### config.mk
export PLATFORM = sky130hd
export DESIGN_NAME = ld_use_interlock
export DESIGN_NICKNAME = d
export VERILOG_FILES = /design/src/rtl/luh_pkg.sv /design/src/rtl/luh_match.sv /design/src/rtl/luh_hold.sv /design/src/rtl/luh_bubble_mux.sv /design/src/rtl/ld_use_interlock.sv
export SDC_FILE = /design/constraint.sdc
export NUM_CORES = 1
export LEC_CHECK = 0
export ABC_CLOCK_PERIOD_IN_PS = 1500
export CAP_MARGIN = 20
export CORE_AREA = 3 3 40 42
export DETAILED_ROUTE_END_ITERATION = 8
export DIE_AREA = 0 0 43 45
export PLACE_DENSITY = 0.79
export REMOVE_ABC_BUFFERS = 1
export SYNTH_ARGS = -nofsm -noshare
export SYNTH_HDL_FRONTEND = slang
export SYNTH_SLANG_ARGS = --single-unit
### constraint.sdc
create_clock -name vclk -period 1.5
set_input_delay 0.3 -clock vclk [all_inputs]
set_output_delay 0.3 -clock vclk [all_outputs]
set_load 0.02 [all_outputs]
### src/rtl/luh_pkg.sv
// Package: shared types for the load-use interlock.
// Assumes nothing; holds the select encoding used between the submodules.
package luh_pkg;
    typedef enum logic {
        SEL_PASS   = 1'b0,
        SEL_BUBBLE = 1'b1
    } bubble_sel_e;
endpackage

### src/rtl/luh_match.sv
// luh_match: decides whether the instruction in decode reads the register
// that a load in execute is about to write.
// Assumes register index 0 is hard-wired and never needs protection.
module luh_match #(
    parameter int RW   = 5,
    parameter int NSRC = 2
) (
    input  logic                 load_valid,
    input  logic [RW-1:0]        load_dst,
    input  logic [NSRC*RW-1:0]   src_fields,
    output logic                 hit
);
    localparam logic [RW-1:0] ZERO_REG = '0;

    logic [NSRC-1:0] src_eq;

    // One equality comparator per source field of the decoding instruction.
    for (genvar g = 0; g < NSRC; g++) begin : g_src
        assign src_eq[g] = (src_fields[g*RW +: RW] == load_dst);
    end

    // Combine the per-source matches with the load and nonzero-destination qualifiers.
    always_comb begin
        hit = load_valid && (load_dst != ZERO_REG) && (|src_eq);
    end
endmodule

### src/rtl/luh_hold.sv
// luh_hold: turns a hazard hit into the front-end freeze enables and the
// bubble select. Assumes the hit is already qualified.
module luh_hold
    import luh_pkg::*;
(
    input  logic        hazard,
    output logic        pc_en,
    output logic        fd_en,
    output bubble_sel_e sel
);
    // Freeze fetch and decode while a bubble is requested; free-run otherwise.
    always_comb begin
        if (hazard) begin
            pc_en = 1'b0;
            fd_en = 1'b0;
            sel   = SEL_BUBBLE;
        end else begin
            pc_en = 1'b1;
            fd_en = 1'b1;
            sel   = SEL_PASS;
        end
    end
endmodule

### src/rtl/luh_bubble_mux.sv
// luh_bubble_mux: passes or zeroes each control group headed into the
// decode/execute register. The instruction word is never touched here.
module luh_bubble_mux
    import luh_pkg::*;
#(
    parameter int EX_W  = 4,
    parameter int MEM_W = 3,
    parameter int WB_W  = 2
) (
    input  bubble_sel_e       sel,
    input  logic [EX_W-1:0]   ex_in,
    input  logic [MEM_W-1:0]  mem_in,
    input  logic [WB_W-1:0]   wb_in,
    output logic [EX_W-1:0]   ex_out,
    output logic [MEM_W-1:0]  mem_out,
    output logic [WB_W-1:0]   wb_out
);
    localparam int NGRP  = 3;
    localparam int TOT_W = EX_W + MEM_W + WB_W;

    logic [TOT_W-1:0] bundle_in;
    logic [TOT_W-1:0] bundle_out;

    assign bundle_in = {wb_in, mem_in, ex_in};

    // Per-group gating so that each stage group is forced low independently.
    for (genvar g = 0; g < NGRP; g++) begin : g_grp
        localparam int LO = (g == 0) ? 0 : (g == 1) ? EX_W : EX_W + MEM_W;
        localparam int W  = (g == 0) ? EX_W : (g == 1) ? MEM_W : WB_W;
        assign bundle_out[LO +: W] = (sel == SEL_BUBBLE) ? '0 : bundle_in[LO +: W];
    end

    assign ex_out  = bundle_out[EX_W-1:0];
    assign mem_out = bundle_out[EX_W +: MEM_W];
    assign wb_out  = bundle_out[EX_W+MEM_W +: WB_W];
endmodule

### src/rtl/ld_use_interlock.sv
// ld_use_interlock: top of the load-use interlock. Compares the load in
// execute with both decode sources, freezes PC and fetch/decode for one
// cycle on a match, and zeroes the control groups entering execute.
// Assumes the pipeline writes PC and all pipeline registers every cycle
// except when these enables say otherwise. clk/rst_n feed the checks only.
module ld_use_interlock
    import luh_pkg::*;
#(
    parameter int RW        = 5,
    parameter int EX_W      = 4,
    parameter int MEM_W     = 3,
    parameter int WB_W      = 2,
    parameter int MEMRD_BIT = 0
) (
    input  logic              clk,
    input  logic              rst_n,
    input  logic              idex_mem_rd,
    input  logic [RW-1:0]     idex_rt,
    input  logic [RW-1:0]     ifid_rs,
    input  logic [RW-1:0]     ifid_rt,
    input  logic [EX_W-1:0]   ex_ctrl_in,
    input  logic [MEM_W-1:0]  mem_ctrl_in,
    input  logic [WB_W-1:0]   wb_ctrl_in,
    output logic              pc_we,
    output logic              ifid_we,
    output logic              bubble_sel,
    output logic [EX_W-1:0]   ex_ctrl_out,
    output logic [MEM_W-1:0]  mem_ctrl_out,
    output logic [WB_W-1:0]   wb_ctrl_out
);
    localparam int NSRC = 2;

    logic        hazard;
    bubble_sel_e sel;

    luh_match #(.RW(RW), .NSRC(NSRC)) u_match (
        .load_valid (idex_mem_rd),
        .load_dst   (idex_rt),
        .src_fields ({ifid_rt, ifid_rs}),
        .hit        (hazard)
    );

    luh_hold u_hold (
        .hazard (hazard),
        .pc_en  (pc_we),
        .fd_en  (ifid_we),
        .sel    (sel)
    );

    luh_bubble_mux #(.EX_W(EX_W), .MEM_W(MEM_W), .WB_W(WB_W)) u_mux (
        .sel     (sel),
        .ex_in   (ex_ctrl_in),
        .mem_in  (mem_ctrl_in),
        .wb_in   (wb_ctrl_in),
        .ex_out  (ex_ctrl_out),
        .mem_out (mem_ctrl_out),
        .wb_out  (wb_ctrl_out)
    );

    assign bubble_sel = (sel == SEL_BUBBLE);

    // a qualified load matching the first source must freeze the front end.
    a_r1_rs_match_stalls: assert property (@(posedge clk) disable iff (!rst_n)
        (idex_mem_rd && (idex_rt != '0) && (idex_rt == ifid_rs)) |-> (!pc_we && bubble_sel));

    // a qualified load matching the second source must freeze the front end.
    a_r2_rt_match_stalls: assert property (@(posedge clk) disable iff (!rst_n)
        (idex_mem_rd && (idex_rt != '0) && (idex_rt == ifid_rt)) |-> (!ifid_we && bubble_sel));

    // a non-load in execute never freezes anything.
    a_r3_no_load_no_stall: assert property (@(posedge clk) disable iff (!rst_n)
        !idex_mem_rd |-> (pc_we && ifid_we));

    // a load to register 0 never freezes anything.
    a_r4_zero_dst_no_stall: assert property (@(posedge clk) disable iff (!rst_n)
        (idex_rt == '0) |-> !bubble_sel);

    // both freeze enables move together with the bubble.
    a_r5_enables_agree: assert property (@(posedge clk) disable iff (!rst_n)
        (pc_we == ifid_we) && (pc_we == !bubble_sel));

    // a bubble carries no control bits into execute.
    a_r6_bubble_all_zero: assert property (@(posedge clk) disable iff (!rst_n)
        bubble_sel |-> ((ex_ctrl_out == '0) && (mem_ctrl_out == '0) && (wb_ctrl_out == '0)));

    // without a bubble the control bundle passes unchanged.
    a_r7_pass_through: assert property (@(posedge clk) disable iff (!rst_n)
        !bubble_sel |-> ((ex_ctrl_out == ex_ctrl_in) && (mem_ctrl_out == mem_ctrl_in)
                         && (wb_ctrl_out == wb_ctrl_in)));

    // when the memory-read flag is fed back, a stall never repeats.
    a_r8_single_cycle: assert property (@(posedge clk) disable iff (!rst_n)
        ($past(bubble_sel) && (idex_mem_rd == $past(mem_ctrl_out[MEMRD_BIT]))) |-> !bubble_sel);
endmodule

==> results of run 1 <==
power by group through the flow:
stage / clock network, mW / logic [mW] / registers (mW)
final: 0 / 0.259 / 0
after global routing: 0 / 0.278 / 0
after CTS: 0 / 0.245 / 0
after detailed placement: 0 / 0.231 / 0
after global placement: 0 / 0.230 / 0
after floorplan: 0 / 0.0858 / 0
layer usage:
metal	track usage	part of all wire	up-vias
met1	0.107	0.33	170
met3	0.0359	0.13	0
li1	-	-	200
met4	0	0	0
met2	0.237	0.54	25
met5	0	0	-
cells in the final DEF (no fill, tap or decap), drive strengths merged:
cell type,Yosys,layout
clkdlybuf4s50,0,10
and2,1,1
dlymetal6s2s,0,2
xnor2,10,10
or4,1,1
buf,3,28
a21boi,9,9
dlygate4sd2,0,7
clkdlybuf4s15,0,1
clkbuf,0,2
o22ai,1,1
nand2,3,3
o21a,1,1
nand3,2,2
kinds of logic after synthesis:
family | after synthesis | synth area share
AOI/OAI and AO/OA | 11 | 0.438
xor gates and xnor gates | 10 | 0.333
buffers and inverters | 3 | 0.0905
and+or+nand+nor | 7 | 0.138
per-stage QoR:
step	util	setup TNS, ps	instance area [um^2]	hold WS, ps
2_1_floorplan	-	-3810	239	773
3_3_place_gp	0.569	-13530	731	1660
3_5_place_dp	0.569	-13630	731	1660
4_1_cts	0.602	-4510	773	1270
5_1_grt	0.637	-4310	818	1260
6_report	0.637	-3900	818	1230
worst paths after layout:
check / from / endpoint / cells past startpoint
worst max-delay path: idex_rt[3] / ex_ctrl_out[1] / 6
worst min-delay path: idex_rt[3] / pc_we / 6
Yosys cell counts, drive strengths merged:
| cell type | number |
|---|---|
| or4 | 1 |
| xnor2 | 10 |
| o22ai | 1 |
| buf | 3 |
| and2 | 1 |
| o21a | 1 |
| nand3 | 2 |
| nand2 | 3 |
| a21boi | 9 |
worst min-delay path: cells and delay by family:
kind,cells,cell delay (ps)
AO/OA/AOI/OAI,1,150
buffers and inverters,3,310
AND/OR/NAND/NOR,2,160
cell type report:
type	instances	area [um^2]
timing repair buffer	50	497
fill	119	467
multi-input combinational	28	303
tap	15	18.8
repair_timing:
| item | 4_1_cts | 5_1_grt |
|---|---|---|
| pin swaps | 23 | 12 |
| hold endpoints to repair | 0 | 0 |
| resized for setup | 101 | 15 |
| setup buffers | 1 | 0 |
| cloned | 1 | 0 |
| endpoints found under the setup margin | 12 | 12 |
==> out/qor.csv, run 1 <==
metric,value,unit
outcome,"complete, but fails checks",
failing checks,negative setup slack,
PwrDens,316,nW/um^2
sw frac,0.379,
I/O pin cnt,39,
worst setup margin,-342,ps
gr ovfl total,0,
CP Launch Type,input pin,
largest net degree at the start of global routing,7,
Die Y,45,um
crit-path max cell delay,520,ps
vias in the first global route,415,
# nets final,107,
top cell type's share of synthesized area,0.386,
DRC Markers,0,
CP Class,input pin to primary output,
Syn. warnings,0,
"CP delay by family, top",simple AND/OR/NAND/NOR gates,
HP Class,input pin to primary output,
fin cells,93,
first-pass GRT wire length,1700,um
largest area contributor in the netlist,a21boi_2,
layout cells sized above 1,0.615,
"Max FO, Critical Path",6,
dpl cells,92,
DRT Pass-1 Iters,1,
Post-Route WL,1050,um
RSZ-0062 raised after global routing,true,
"top cells by area, synth","a21boi_2, xnor2_1, buf_6, nand2_1, nand3_1",
Least-Margin Pin Slew,157,ps
post-synthesis cell area,263,um^2
Peak supply drop,0.174,mV
layout sequential cell count,0,
cells along the critical path,buf_6 -> or4_4 -> o21a_4 -> buf_12 -> a21boi_2 -> buf_6,
wire per inst,11.3,um
Final Power,0.259,mW
GPL Wtd Cong,0.702,
die footprint,1940,um^2
# clk buffers,0,
ANT cells,0,
Net Sw Power,0.0982,mW
drt first-iter violations,0,
Die X,43,um
Via density,4.25,
hpwl dp,833,um
minimum clock period after layout,1840,ps
Global Route Usage Sum,0.110,
crit path DAT,1540,ps
Max Freq,543,MHz
total number of vias,395,
Detail Route Antenna Nets,0,
Combinational Power Share,1.000,
final hold vios,0,
syn_area_per_cell,8.48,um^2
most used cell along the critical path,buf_6,
Seq pwr share,0,
core area,1280,um^2
initial core utilization,0.204,
initial antenna violation count,0,
register area share after synthesis,0,
# Max-Cap Violations,0,
Setup-failing EPs final,12,
fin crit share,1.23,
Area growth syn-to-layout,211,%
PortBufs,37,
Crit-path slowest cell,or4_4,
cell internal pwr,0.161,mW
Register Area,0,um^2
# hold bufs at CTS,0,
Lkg Pwr,0.388,nW
Crit. End Element,primary output,
data required time at the worst endpoint,1200,ps
"worst slack, placed",-1160,ps
relative max-transition margin,0.895,
clock power share,0,
post-synthesis instance total,31,
synth unique cells,11,
floorplan row count,13,
Final Max Tran Viols,0,
WP buf/inv,3,
No activity file was read; power rests on OpenSTA's default activity.
==> run 2, diff against run 1 <==
PLACE_DENSITY = 0.75   (was 0.79)
==> out/qor.csv, run 2 (synthesis gave the netlist of run 1 again) <==
metric,value,unit
outcome,"complete, but fails checks",
failing checks,negative setup slack,
fillers,129,
fin crit share,1.24,
layout sequential cell count,0,
CP startpoint,idex_rt[3],
DRT Pass-1 Iters,1,
Via density,4.33,
Least-Margin Pin Slew,166,ps
Register Area,0,um^2
# hold bufs at CTS,0,
"Core Util, Final",0.627,
worst setup margin,-354,ps
fin cells,92,
Area growth syn-to-layout,207,%
TNS Setup,-4030,ps
first-pass GRT wire length,1750,um
PortBufs,37,
Crit. End Element,primary output,
final hold vios,0,
# Max-Cap Violations,0,
GPL Wtd Cong,0.765,
Hold Crit Start,idex_rt[1],
# clk buffers,0,
die footprint,1940,um^2
floorplan row count,13,
wire per inst,11.9,um
"commonest non-fill, non-tap cell in the layout",buf_6,
Detail Route Antenna Nets,0,
CP Class,input pin to primary output,
gr ovfl total,0,
ANT cells,0,
"Max FO, Critical Path",6,
Final Power,0.258,mW
Global Route Usage Sum,0.115,
# nets final,106,
Lkg Pwr,0.355,nW
vias in the first global route,440,
hpwl dp,827,um
drt first-iter violations,0,
initial antenna violation count,0,
Setup-failing EPs final,12,
RSZ-0062 raised after global routing,true,
layout cells sized above 1,0.571,
Die X,43,um
largest net degree at the start of global routing,7,
total number of vias,398,
minimum clock period after layout,1850,ps
most frequent cells in the layout,"buf_6, dlygate4sd2_1, clkdlybuf4s50_1, buf_4",
Post-Route WL,1090,um
initial core utilization,0.204,
HP Class,input pin to primary output,
I/O pin cnt,39,
relative max-transition margin,0.889,
PwrDens,320,nW/um^2
DRC Markers,0,
dpl cells,90,
Peak supply drop,0.188,mV
core area,1280,um^2
CP Launch Type,input pin,
data required time at the worst endpoint,1200,ps
Max Freq,539,MHz
Final Max Tran Viols,0,
crit path DAT,1550,ps
Die Y,45,um
run 2: cell types whose count changed in the layout (fill, tap and decap cells not counted), sizes merged:
cell / before / now
buf: 28 / 27
clkbuf: 2 / 1
clkdlybuf4s15: 1 / 0
dlygate4sd2: 7 / 11
dlymetal6s2s: 2 / 0
run 2: critical path, cell delays in order:
cell and delay, ps:
buf_6 90, or4_4 520, o21a_4 240, buf_12 140
a21boi_2 110, buf_4 150
run 2: path summary, 6_finish.rpt:
kind	endpoint	slack [ps]	cells past startpoint
worst min-delay path	wb_ctrl_out[1]	1230	6
worst max-delay path	wb_ctrl_out[0]	-350	6
run 2: metrics by stage:
stage | worst slack, ps | instance area [um^2] | hold slack [ps]
4_1_cts | -376 | 787 | 1240
3_5_place_dp | -1180 | 741 | 1660
6_report | -354 | 806 | 1230
3_3_place_gp | -1150 | 741 | 1660
5_1_grt | -387 | 806 | 1260
2_1_floorplan | -525 | 239 | 773
run 2: layer usage:
layer	vias up	GRT usage	share of wire
met5	-	0	0
met1	167	0.126	0.32
li1	201	-	-
met3	0	0.0518	0.17
met2	30	0.219	0.50
met4	0	0	0
run 2: power by group:
group | switching [mW] | internal, mW | total, mW
clock network | 0 | 0 | 0
registers | 0 | 0 | 0
logic | 0.0976 | 0.160 | 0.258
run 2: area by class of cell:
class | count | area [um^2] | area share
multi-input cells | 28 | 283 | 0.351
repair buffers | 49 | 504 | 0.626
well taps | 15 | 18.8 | 0.0233
run 2: what timing repair did:
item / 4_1_cts / 5_1_grt
gates resized for setup: 103 / 5
pin swaps: 25 / 3
endpoints found under the setup margin: 12 / 12
buffers inserted: 1 / 0
cloned: 1 / 0
==> run 3, diff against run 2 <==
CORE_AREA = 2 2 39 41   (was 3 3 40 42)
DIE_AREA = 0 0 41 43   (was 0 0 43 45)
==> out/qor.csv, run 3 (synthesis gave the netlist of run 1 again) <==
metric,value,unit
Global Route Usage Sum,0.122,
floorplan row count,14,
Post-Route WL,1070,um
"worst slack, placed",-1150,ps
relative max-transition margin,0.850,
Hold Crit Start,idex_rt[3],
DRC Markers,0,
core area,1380,um^2
dpl cells,89,
worst hold path depth,6,
total number of vias,400,
Crit. End Element,primary output,
Least-Margin Pin Slew,226,ps
Area growth syn-to-layout,198,%
ANT cells,0,
gr ovfl total,0,
CP Launch Type,input pin,
final hold vios,0,
Lkg Pwr,0.351,nW
# hold bufs at CTS,0,
Register Area,0,um^2
die footprint,1760,um^2
PortBufs,37,
first-pass GRT wire length,1570,um
DRT Pass-1 Iters,1,
Final Max Tran Viols,0,
initial core utilization,0.190,
initial antenna violation count,0,
Via density,4.40,
HP Class,input pin to primary output,
failing checks,negative setup slack,
layout sequential cell count,0,
data required time at the worst endpoint,1200,ps
outcome,"complete, but fails checks",
Peak supply drop,0.135,mV
GPL Wtd Cong,0.573,
# nets final,104,
# Max-Cap Violations,0,
fillers,134,
crit path DAT,1550,ps
most frequent cells in the layout,"buf_6, clkdlybuf4s50_1, dlygate4sd2_1, buf_4, xnor2_1",
multi-input logic area,295,um^2
minimum clock period after layout,1850,ps
crit-path max cell delay,520,ps
Detail Route Antenna Nets,0,
Die X,41,um
"CP delay by family, top",simple AND/OR/NAND/NOR gates,
"Max FO, Critical Path",6,
"Core Util, Final",0.565,
RSZ-0062 raised after global routing,true,
I/O pin cnt,39,
layout cells sized above 1,0.533,
vias in the first global route,428,
CP Class,input pin to primary output,
worst setup margin,-351,ps
fin crit share,1.23,
cells along the critical path,buf_6 -> or4_4 -> o21a_4 -> buf_12 -> and2_4 -> buf_6,
Final Power,0.250,mW
fin cells,91,
drt first-iter violations,0,
PwrDens,320,nW/um^2
WP buf/inv,3,
Crit-path slowest cell,or4_4,
Hold EP,ex_ctrl_out[0],
most used cell along the critical path,buf_6,
largest net degree at the start of global routing,7,
"commonest non-fill, non-tap cell in the layout",buf_6,
Setup-failing EPs final,12,
Die Y,43,um
# clk buffers,0,
Max Freq,540,MHz
wire per inst,11.7,um
==> run 3: cell count changes in the layout (fill, tap and decap cells not counted), sizes merged <==
| cell | previous run | this run |
|---|---|---|
| buf | 27 | 25 |
| clkbuf | 1 | 0 |
| clkdlybuf4s15 | 0 | 1 |
| dlygate4sd2 | 11 | 10 |
| dlymetal6s2s | 0 | 1 |
==> run 3: layout make-up <==
class                      count  share of cell area
multi-input combinational     28               0.378
timing repair buffer          47               0.597
tap                           16              0.0256
==> run 3: tightest hold or removal path: stages <==
cell      delay, ps
buf_6            70
or4_4           110
o21a_4          160
buf_12          130
a21boi_4         50
buf_6           120
==> run 3: per-stage QoR <==
| step | hold WS (ps) | setup TNS (ps) | area, um^2 |
|---|---|---|---|
| final | 1240 | -3990 | 782 |
| after CTS | 1270 | -4360 | 747 |
| after floorplan | 773 | -3810 | 239 |
| after global routing | 1270 | -4390 | 782 |
| after global placement | 1660 | -13630 | 702 |
| after detailed placement | 1660 | -13430 | 702 |
==> run 3: routing by layer <==
layer,wire length [um],vias up,track usage
li1,-,194,-
met1,349,176,0.114
met2,550,30,0.244
met3,167,0,0.0419
met4,0,0,0
met5,0,-,0
==> run 3: repair_timing <==
| item | in CTS | in global routing |
|---|---|---|
| resized for setup | 102 | 6 |
| gates cloned | 1 | 0 |
| setup buffers | 1 | 0 |
| setup endpoints to repair | 12 | 12 |
| pin swaps | 21 | 7 |
==> run 3: how the worst max path moves through the flow <==
stage | end | start | cells past startpoint | slack [ps]
6_report | bubble_sel | idex_rt[3] | 6 | -350
5_1_grt | mem_ctrl_out[2] | idex_rt[0] | 6 | -390
4_1_cts | ex_ctrl_out[0] | idex_rt[3] | 6 | -390
3_5_place_dp | mem_ctrl_out[2] | idex_rt[0] | 6 | -1150
3_3_place_gp | wb_ctrl_out[1] | idex_rt[0] | 6 | -1150
2_1_floorplan | ifid_we | idex_rt[4] | 4 | -530
==> run 3: where the power goes <==
part | internal (mW) | switching [mW]
Sequential | 0 | 0
Clock | 0 | 0
Combinational | 0.150 | 0.0998
